<file path="src/rtl/chain_adc_port.sv">
module chain_adc_port #(
  parameter int WIDTH       = 14,
  parameter int CONV_CYCLES = 20
) (
  input  logic             clk,
  input  logic             rst_n,
  input  logic             cnv,
  input  logic             sck,
  input  logic             sdi,
  input  logic [WIDTH-1:0] result,
  output logic             sdo,
  output logic             conv_start
);
  localparam int CW = $clog2(CONV_CYCLES + 1);
  localparam logic [CW-1:0] LAST = CW'(CONV_CYCLES - 1);

  typedef enum logic [1:0] {IDLE, CONV, READ} st_t;

  st_t             st;
  logic [CW-1:0]   cnt;
  logic [WIDTH-1:0] shreg;
  logic            cnv_q, sck_q;
  logic            in_idle, in_conv, in_read;
  logic            cnv_rise, cnv_fall, sck_fall;

  assign cnv_rise = cnv & ~cnv_q;
  assign cnv_fall = ~cnv & cnv_q;
  assign sck_fall = ~sck & sck_q;
  assign in_idle  = (st == IDLE);
  assign in_conv  = (st == CONV);
  assign in_read  = (st == READ);

  always_ff @(posedge clk) begin
    if (!rst_n) begin
      st    <= IDLE;
      cnt   <= '0;
      shreg <= '0;
      cnv_q <= 1'b1;
      sck_q <= 1'b1;
    end else begin
      cnv_q <= cnv;
      sck_q <= sck;
      case (st)
        IDLE: if (cnv_rise && !sck) begin
          st  <= CONV;
          cnt <= '0;
        end
        CONV: begin
          if (cnv_fall) st <= IDLE;
          else if (cnt == LAST) begin
            st    <= READ;
            shreg <= result;
          end else cnt <= cnt + 1'b1;
        end
        READ: begin
          if (cnv_fall) st <= IDLE;
          else if (sck_fall) shreg <= {shreg[WIDTH-2:0], sdi};
        end
        default: st <= IDLE;
      endcase
    end
  end

  assign sdo        = in_read & shreg[WIDTH-1];
  assign conv_start = in_conv && (cnt == '0);
endmodule


</file>
<file path="config.mk">
export PLATFORM = sky130hd
export DESIGN_NAME = chain_adc_port
export DESIGN_NICKNAME = d
export VERILOG_FILES = /design/src/rtl/chain_adc_port.sv
export SDC_FILE = /design/constraint.sdc
export NUM_CORES = 1
export LEC_CHECK = 0
export ABC_CLOCK_PERIOD_IN_PS = 1750
export CAP_MARGIN = 20
export CORE_UTILIZATION = 46
export CTS_CLUSTER_DIAMETER = 150
export DETAILED_ROUTE_END_ITERATION = 10
export MAX_ROUTING_LAYER = met4
export PLACE_DENSITY = 0.76
export REMOVE_ABC_BUFFERS = 1
export SKIP_LAST_GASP = 1
export SYNTH_ARGS = -nofsm -noshare
export SYNTH_HDL_FRONTEND = slang
export SYNTH_SLANG_ARGS = --single-unit
</file>
<file path="constraint.sdc">
create_clock -name clk -period 1.75 [get_ports clk]
set_clock_uncertainty 0.1 [all_clocks]
set_input_delay 0.35 -clock clk [delete_from_list [all_inputs] [get_ports clk]]
set_output_delay 0.35 -clock clk [all_outputs]
set_load 0.05 [all_outputs]
</file>
==> results of run 1 <==
## state kept, by name (all words and copies together), names as in the netlist
register	cells
shreg	14
cnv_q	1
cnt	5
sck_q	1
st	2
## placed cells by master, fill, tap and decap left out, drive strengths merged
master and instances:
nand3b 2, clkdlybuf4s50 18, clkinvlp 1, nor2b 1
nor3 2, o32ai 3, nand4b 1, inv 4
nand2b 7, buf 22, ha 2, a21oi 4
o211ai 1, o211a 14, dfxtp 23, clkbuf 4
and2 3, nand2 6, o31ai 1, a31oi 1
nand3 18, mux2i 16, nor4b 2, nor2 2
## how the worst max path moves through the flow
stage / slack (ps) / depth (start not counted) / start / endpoint
after floorplan: -590 / 3 / st[0] / conv_start
after CTS: -50 / 5 / cnt[0] / conv_start
final: -20 / 5 / cnt[0] / conv_start
after global routing: -80 / 5 / cnt[1] / conv_start
after global placement: -60 / 6 / sck / shreg[9]
after detailed placement: -90 / 5 / cnv / cnt[1]
## worst max-delay path: stages (launching register included)
cell and delay [ps]:
dfxtp_2 350, inv_2 70, ha_4 120, nand3b_1 80, nor3_2 170, clkbuf_16 200
## metrics by stage
step	utilization	power (W)	setup slack, ps
floorplan	-	0.000572	-587
global route	0.680	0.000944	-82.5
detailed placement	0.604	0.000645	-86.7
CTS	0.642	0.000910	-53.4
finish	0.680	0.000900	-20.4
global placement	0.604	0.000644	-62.6
## kinds of logic (layout without fill, tap and decap cells)
group,count (synthesis),count (layout),share of synthesized area
AO/OA/AOI/OAI,24,24,0.189
adder cells (fa/ha/maj),2,2,0.0209
buffers and inverters,14,49,0.0626
flip-flops,23,23,0.384
multiplexers,16,16,0.134
AND/OR/NAND/NOR,43,44,0.210
## layout make-up
type	instances	area (µm²)
Fill cell	201	792
Multi-Input combinational cell	86	717
Sequential cell	23	470
Timing Repair Buffer	41	415
Tap cell	30	37.5
Clock buffer	3	22.5
Inverter	4	15.0
Clock inverter	1	7.51
## power breakdown
group	switching (W)	total [W]	internal [W]
Sequential	0.00000192	0.000526	0.000524
Clock	0.000177	0.000265	0.0000875
Combinational	0.0000435	0.000109	0.0000658
## routing by layer
metal	vias to the layer above	global-route usage	part of all wire
met5	-	-	0
li1	521	-	-
met4	0	0.0614	0.011
met2	21	0.363	0.52
met1	495	0.225	0.42
met3	6	0.0718	0.041
## what timing repair did
item / 4_1_cts / 5_1_grt
gates resized for setup: 13 / 10
pin swaps: 2 / 3
endpoints found under the setup margin: 2 / 16
cloned: 0 / 2
setup buffers: 4 / 6
==> out/summary.json, run 1 <==
{
  "drt": {
    "ant_nets": 0,
    "wl_per_cell_um": 14.8,
    "initialDrtViolationCount": 16,
    "post-route-drc-count": 1,
    "avgViaCountPerCell": 5.55,
    "vias": 1043,
    "routed_wirelength_mm": 2.78,
    "detailedRoute.firstPassIterationCount": 7
  },
  "global_route": {
    "grt_antenna_before_repair": 0,
    "grt_max_degree": 29,
    "grt_usage": 0.209,
    "first_global_vias": 913,
    "grt_pass1_wl_mm": 4.12,
    "grt-ovfl-total": 0
  },
  "placed_design": {
    "placed_cells": 172,
    "place_hpwl_mm": 1.66,
    "buffer_ports.inserted": 20,
    "place_congestion": 0.794,
    "dpl-instance-area_um2": 1500
  },
  "clock_network": {
    "worst_skew_pair.late_latency_ps": 320,
    "post_cts_hold_buffer_count": 0,
    "cts_max_level": 1,
    "clock_sinks": 23,
    "clock_buffer_depth": 2,
    "total_clock_buffers_created_by_cts": 3,
    "cts_root_buf": "clkbuf_4",
    "tritoncts": "done",
    "cts_clock_pin_slew_for_the_worst_setup_and_hold_paths_ps": 140
  },
  "yosys": {
    "synthesis.instances": 122,
    "synth_area_leaders": "dfxtp_1 38%, mux2i_1 13%, o211a_1 12%, nand3_1 7.5%, nand2b_1 3.7%",
    "postSynth.asyncResetShare": 0,
    "post-synth-top-area-cell": "dfxtp_1",
    "synth_seq_area_share": 0.384,
    "synth-seq-cells": 23,
    "synth_area_per_cell_um2": 9.83,
    "post_synth_instance_area_um2": 1200,
    "yosys.cell_types.count": 27,
    "synth_top_cell_area_share": 0.384,
    "synthMostInstantiatedCell": "dfxtp_1",
    "synth_warnings": 0,
    "synth.cells.most_frequent": "23 x dfxtp_1, 18 x nand3_1, 16 x mux2i_1, 14 x o211a_1, 7 x nand2b_1",
    "synth-edff-count": 0,
    "synth_flop_cell": "dfxtp_1"
  },
  "worst_setup_path": {
    "worst_setup_path_end_kind": "output pin",
    "timing.reg2reg.worst_path_depth": 7,
    "reg2reg_slack_ps": 50,
    "regToRegStartpoint": "cnt[0]",
    "critPathKind": "reg -> out",
    "worst_ep_required_time_ps": 1300,
    "worstPathArrival_ps": 1320,
    "worst_r2r_endpoint": "shreg[1]",
    "path_max_fanout": 2,
    "worst_setup_path_start_kind": "flop"
  },
  "min_path": {
    "hp-class": "reg -> reg",
    "holdPathEnd": "shreg[5]",
    "worstHoldStart": "shreg[5]",
    "worst_hold_path.num_cells": 1
  },
  "sta": {
    "totalNegativeSetupSlack_ps": -20.4,
    "report.final.slew_viol_count": 0,
    "timing.final.setup_violations": 1,
    "worst_pin_slew_ps": 335,
    "rsz_0062_raised_after_global_routing": "true",
    "max-slew-margin-rel": 0.777,
    "period_minus_slack_ps": 1770,
    "final_min_period_over_clock_period": 1.01,
    "fmax_ghz": 0.565,
    "fin_ws_ps": -20.4,
    "hold_ws_ps": 418,
    "final_hold_viol_count": 0
  },
  "floorplanning": {
    "chipWidth_um": 53.0,
    "placementRows": 18,
    "floorplan.io_pins": 21,
    "die-area_um2": 2810,
    "initial_core_utilization": 0.484,
    "die_height_um": 53.0,
    "core-area_um2": 2480
  },
  "final_layout": {
    "fin_nets": 180,
    "finalInstanceArea_um2": 1690,
    "layout.cells.non_filler": 188,
    "n_antenna_cell": 0,
    "synth_to_layout_area_growth_pct": 40.6,
    "share_of_post_route_cells_with_drive_strength_above_1": 0.266
  },
  "pwr": {
    "vdd.ir_drop.worst_uv": 469,
    "power_per_cell_area_nw_per_um2": 534,
    "leakage_nw": 0.908
  },
  "run_status": {
    "violations_in_the_final_reports": "DRC, setup timing",
    "status": "finished with violations"
  },
  "flow_run": {
    "max-cap-violations": 0
  }
}
No activity file was read; power rests on OpenSTA's default activity.
==> run 2: changes to the inputs <==
- CORE_ASPECT_RATIO: not set -> 0.6
==> run 2 against run 1 <==
Compared with the run above:
- the flow finishes with violations (setup timing)
- total power increased by 6.9%
- first-iteration DRC count increased to 2.9 times the previous value
- utilization grew 1.5 points
- sequential power hardly changed
- worst hold slack got worse by 18 ps
- worst setup slack improved by 13 ps
- sequential share of layout area is 1.4 points higher
==> out/summary.json, run 2 (same netlist as run 1, synthesis figures left out) <==
{
  "run_status": {
    "status": "finished with violations",
    "violations_in_the_final_reports": "setup timing"
  },
  "clock_network": {
    "cts_max_level": {"value": 1, "change": "unchanged"},
    "tritoncts": "done",
    "cts_root_buf": "clkbuf_8",
    "worst_skew_pair.late_latency": {"value": 270, "unit": "ps", "change": "-50 ps"},
    "clock_buffer_depth": {"value": 2, "change": "unchanged"},
    "cts_clock_pin_slew_for_the_worst_setup_and_hold_paths": {"value": 80, "unit": "ps", "change": "-60 ps"},
    "clock_sinks": {"value": 23, "change": "unchanged"},
    "total_clock_buffers_created_by_cts": {"value": 3, "change": "unchanged"}
  },
  "floorplanning": {
    "die_height": {"value": 41.5, "unit": "µm", "change": "-22%"},
    "initial_core_utilization": {"value": 0.519, "change": "+0.0351"},
    "core-area": {"value": 2310, "unit": "µm²", "change": "-6.8%"},
    "floorplan.io_pins": {"value": 21, "change": "unchanged"},
    "chipWidth": {"value": 67.9, "unit": "µm", "change": "+28%"},
    "die-area": {"value": 2820, "unit": "µm²", "change": "+0.24%"},
    "placementRows": {"value": 13, "change": "-5"}
  },
  "global_route": {
    "grt_pass1_wl": {"value": 4.33, "unit": "mm", "change": "+5.0%"},
    "grt_antenna_before_repair": {"value": 0, "change": "unchanged"},
    "grt_usage": {"value": 0.214, "change": "+0.00442"},
    "first_global_vias": {"value": 935, "change": "+2.4%"},
    "grt_max_degree": {"value": 29, "change": "unchanged"},
    "grt-ovfl-total": {"value": 0, "change": "unchanged"}
  },
  "sta": {
    "final_hold_viol_count": {"value": 0, "change": "unchanged"},
    "report.final.slew_viol_count": {"value": 0, "change": "unchanged"},
    "fin_ws": {"value": -7.84, "unit": "ps", "change": "+12.6 ps"},
    "final_min_period_over_clock_period": {"value": 1.00, "change": "-0.00718"},
    "max-slew-margin-rel": {"value": 0.666, "change": "-0.111"},
    "timing.final.setup_violations": {"value": 1, "change": "unchanged"},
    "fmax": {"value": 0.569, "unit": "GHz", "change": "+0.71%"},
    "rsz_0062_raised_after_global_routing": "true",
    "period_minus_slack": {"value": 1760, "unit": "ps", "change": "-12.6 ps"},
    "worst_pin_slew": {"value": 497, "unit": "ps", "change": "+163 ps"}
  },
  "worst_setup_path": {
    "critPathBufInv": {"value": 2, "change": "unchanged"},
    "worstPathArrival": {"value": 1310, "unit": "ps", "change": "about the same"},
    "worst_r2r_endpoint": "st[0]",
    "regToRegStartpoint": "cnt[0]",
    "largest_stage_delay_on_the_critical_path": {"value": 350, "unit": "ps", "change": "about the same"},
    "critPathKind": "reg -> out",
    "worst_setup_path_end_kind": "output pin",
    "timing.reg2reg.worst_path_depth": {"value": 5, "change": "-2"},
    "crit_path_cell_trace": "inv_2 -> ha_4 -> nand3b_1 -> nor3_2 -> clkbuf_16",
    "reg2reg_slack": {"value": 120, "unit": "ps", "change": "+70 ps"},
    "path_max_fanout": {"value": 4, "change": "+2"},
    "worst_ep_required_time": {"value": 1300, "unit": "ps", "change": "about the same"},
    "critical-path-slowest-cell": "dfxtp_2",
    "timing.critical_path.max_delay_family": "flip-flops",
    "worst_setup_path_start_kind": "flop"
  },
  "drt": {
    "ant_nets": {"value": 0, "change": "unchanged"},
    "vias": {"value": 1020, "change": "-2.2%"},
    "initialDrtViolationCount": {"value": 47, "change": "+31"},
    "post-route-drc-count": {"value": 0, "change": "-1"},
    "routed_wirelength": {"value": 2.61, "unit": "mm", "change": "-6.3%"},
    "wl_per_cell": {"value": 14.7, "unit": "µm", "change": "-0.50%"},
    "avgViaCountPerCell": {"value": 5.76, "change": "+3.9%"},
    "detailedRoute.firstPassIterationCount": {"value": 5, "change": "-2"}
  },
  "min_path": {
    "worstHoldStart": "shreg[13]",
    "holdPathEnd": "shreg[13]",
    "worst_hold_path.num_cells": {"value": 1, "change": "unchanged"},
    "hp-class": "reg -> reg"
  },
  "final_layout": {
    "n_antenna_cell": {"value": 0, "change": "unchanged"},
    "share_of_post_route_cells_with_drive_strength_above_1": {"value": 0.204, "change": "-0.0617"},
    "combined_area_of_the_multi_input_logic_cells": {"value": 698, "unit": "µm²", "change": "-2.6%"},
    "final-seq-area": {"value": 470, "unit": "µm²", "change": "unchanged"},
    "finalInstanceArea": {"value": 1610, "unit": "µm²", "change": "-4.8%"},
    "num-fill-cells": {"value": 172, "change": "-14%"},
    "final_common_cell": "dfxtp_1",
    "layout.cells.non_filler": {"value": 177, "change": "-5.9%"},
    "final_cell_mix": "19 x dfxtp_1, 18 x nand3_1, 18 x clkdlybuf4s50_1, 16 x mux2i_1, 14 x o211a_1",
    "layout_top_registers": "shreg x14, cnt x5, st x2",
    "synth_to_layout_area_growth_pct": 33.9,
    "top_register": "shreg",
    "fin_nets": {"value": 169, "change": "-6.1%"},
    "largest_register_ffs": {"value": 14, "change": "unchanged"}
  },
  "placed_design": {
    "dpl-instance-area": {"value": 1490, "unit": "µm²", "change": "-0.50%"},
    "placed_cells": {"value": 171, "change": "-0.58%"},
    "place_congestion": {"value": 0.804, "change": "+1.2%"},
    "place_hpwl": {"value": 1.80, "unit": "mm", "change": "+8.4%"},
    "buffer_ports.inserted": {"value": 20, "change": "unchanged"}
  },
  "pwr": {
    "power_per_cell_area": {"value": 599, "unit": "nW/µm²", "change": "+12%"},
    "vdd.ir_drop.worst": {"value": 449, "unit": "µV", "change": "-4.2%"},
    "leakage": {"value": 0.866, "unit": "nW", "change": "-4.6%"}
  },
  "flow_run": {
    "max-cap-violations": {"value": 0, "change": "unchanged"}
  }
}
[run 2: area by class of cell]
cell class                 count  share of cell area
clock buffer                   4              0.0281
inverter                       4              0.0109
multi-input combinational     85               0.435
sequential                    23               0.293
tap                           30              0.0234
timing repair buffer          31               0.210
[run 2: per-layer routing]
metal	GRT usage	routed length, µm
met5	-	0
met1	0.299	1280
met4	0.0792	40
met3	0.0604	160
met2	0.289	1130
[run 2: worst max path at each step]
stage	startpoint	to	slack [ps]	depth (start not counted)
final	cnt[1]	conv_start	-8	5
after global routing	cnt[0]	conv_start	-80	5
after CTS	st[0]	conv_start	-20	4
after detailed placement	sck	shreg[2]	-110	6
after global placement	sck	shreg[1]	-60	6
after floorplan	st[0]	conv_start	-590	3
[run 2: through the flow]
| step | TNS [ps] | power [W] | setup WS [ps] | hold WS [ps] | utilization |
|---|---|---|---|---|---|
| 2_1_floorplan | -5110 | 0.000572 | -587 | 323 | - |
| 3_3_place_gp | -775 | 0.000644 | -60.8 | 379 | 0.645 |
| 3_5_place_dp | -1530 | 0.000646 | -115 | 385 | 0.645 |
| 4_1_cts | -24.4 | 0.000974 | -24.4 | 404 | 0.668 |
| 5_1_grt | -82.0 | 0.00101 | -82.0 | 423 | 0.695 |
| 6_report | -7.84 | 0.000962 | -7.84 | 401 | 0.695 |
[run 2: what timing repair did]
| item | CTS | global route |
|---|---|---|
| gates resized for setup | 3 | 16 |
| hold buffers | 0 | 0 |
| pin swaps | 0 | 2 |
| setup buffers | 0 | 2 |
| endpoints found under the setup margin | 2 | 15 |
[run 2: report_power, final]
group          switching (W)  internal [W]
clock               0.000164      0.000163
sequential        0.00000218      0.000523
combinational      0.0000434     0.0000665
[run 2: worst register-to-register path, stage by stage, from the launching register on]
cell	delay (ps)
dfxtp_4	380
ha_1	210
nand4b_4	120
nor3_1	410
nor2_2	140
and2_1	180
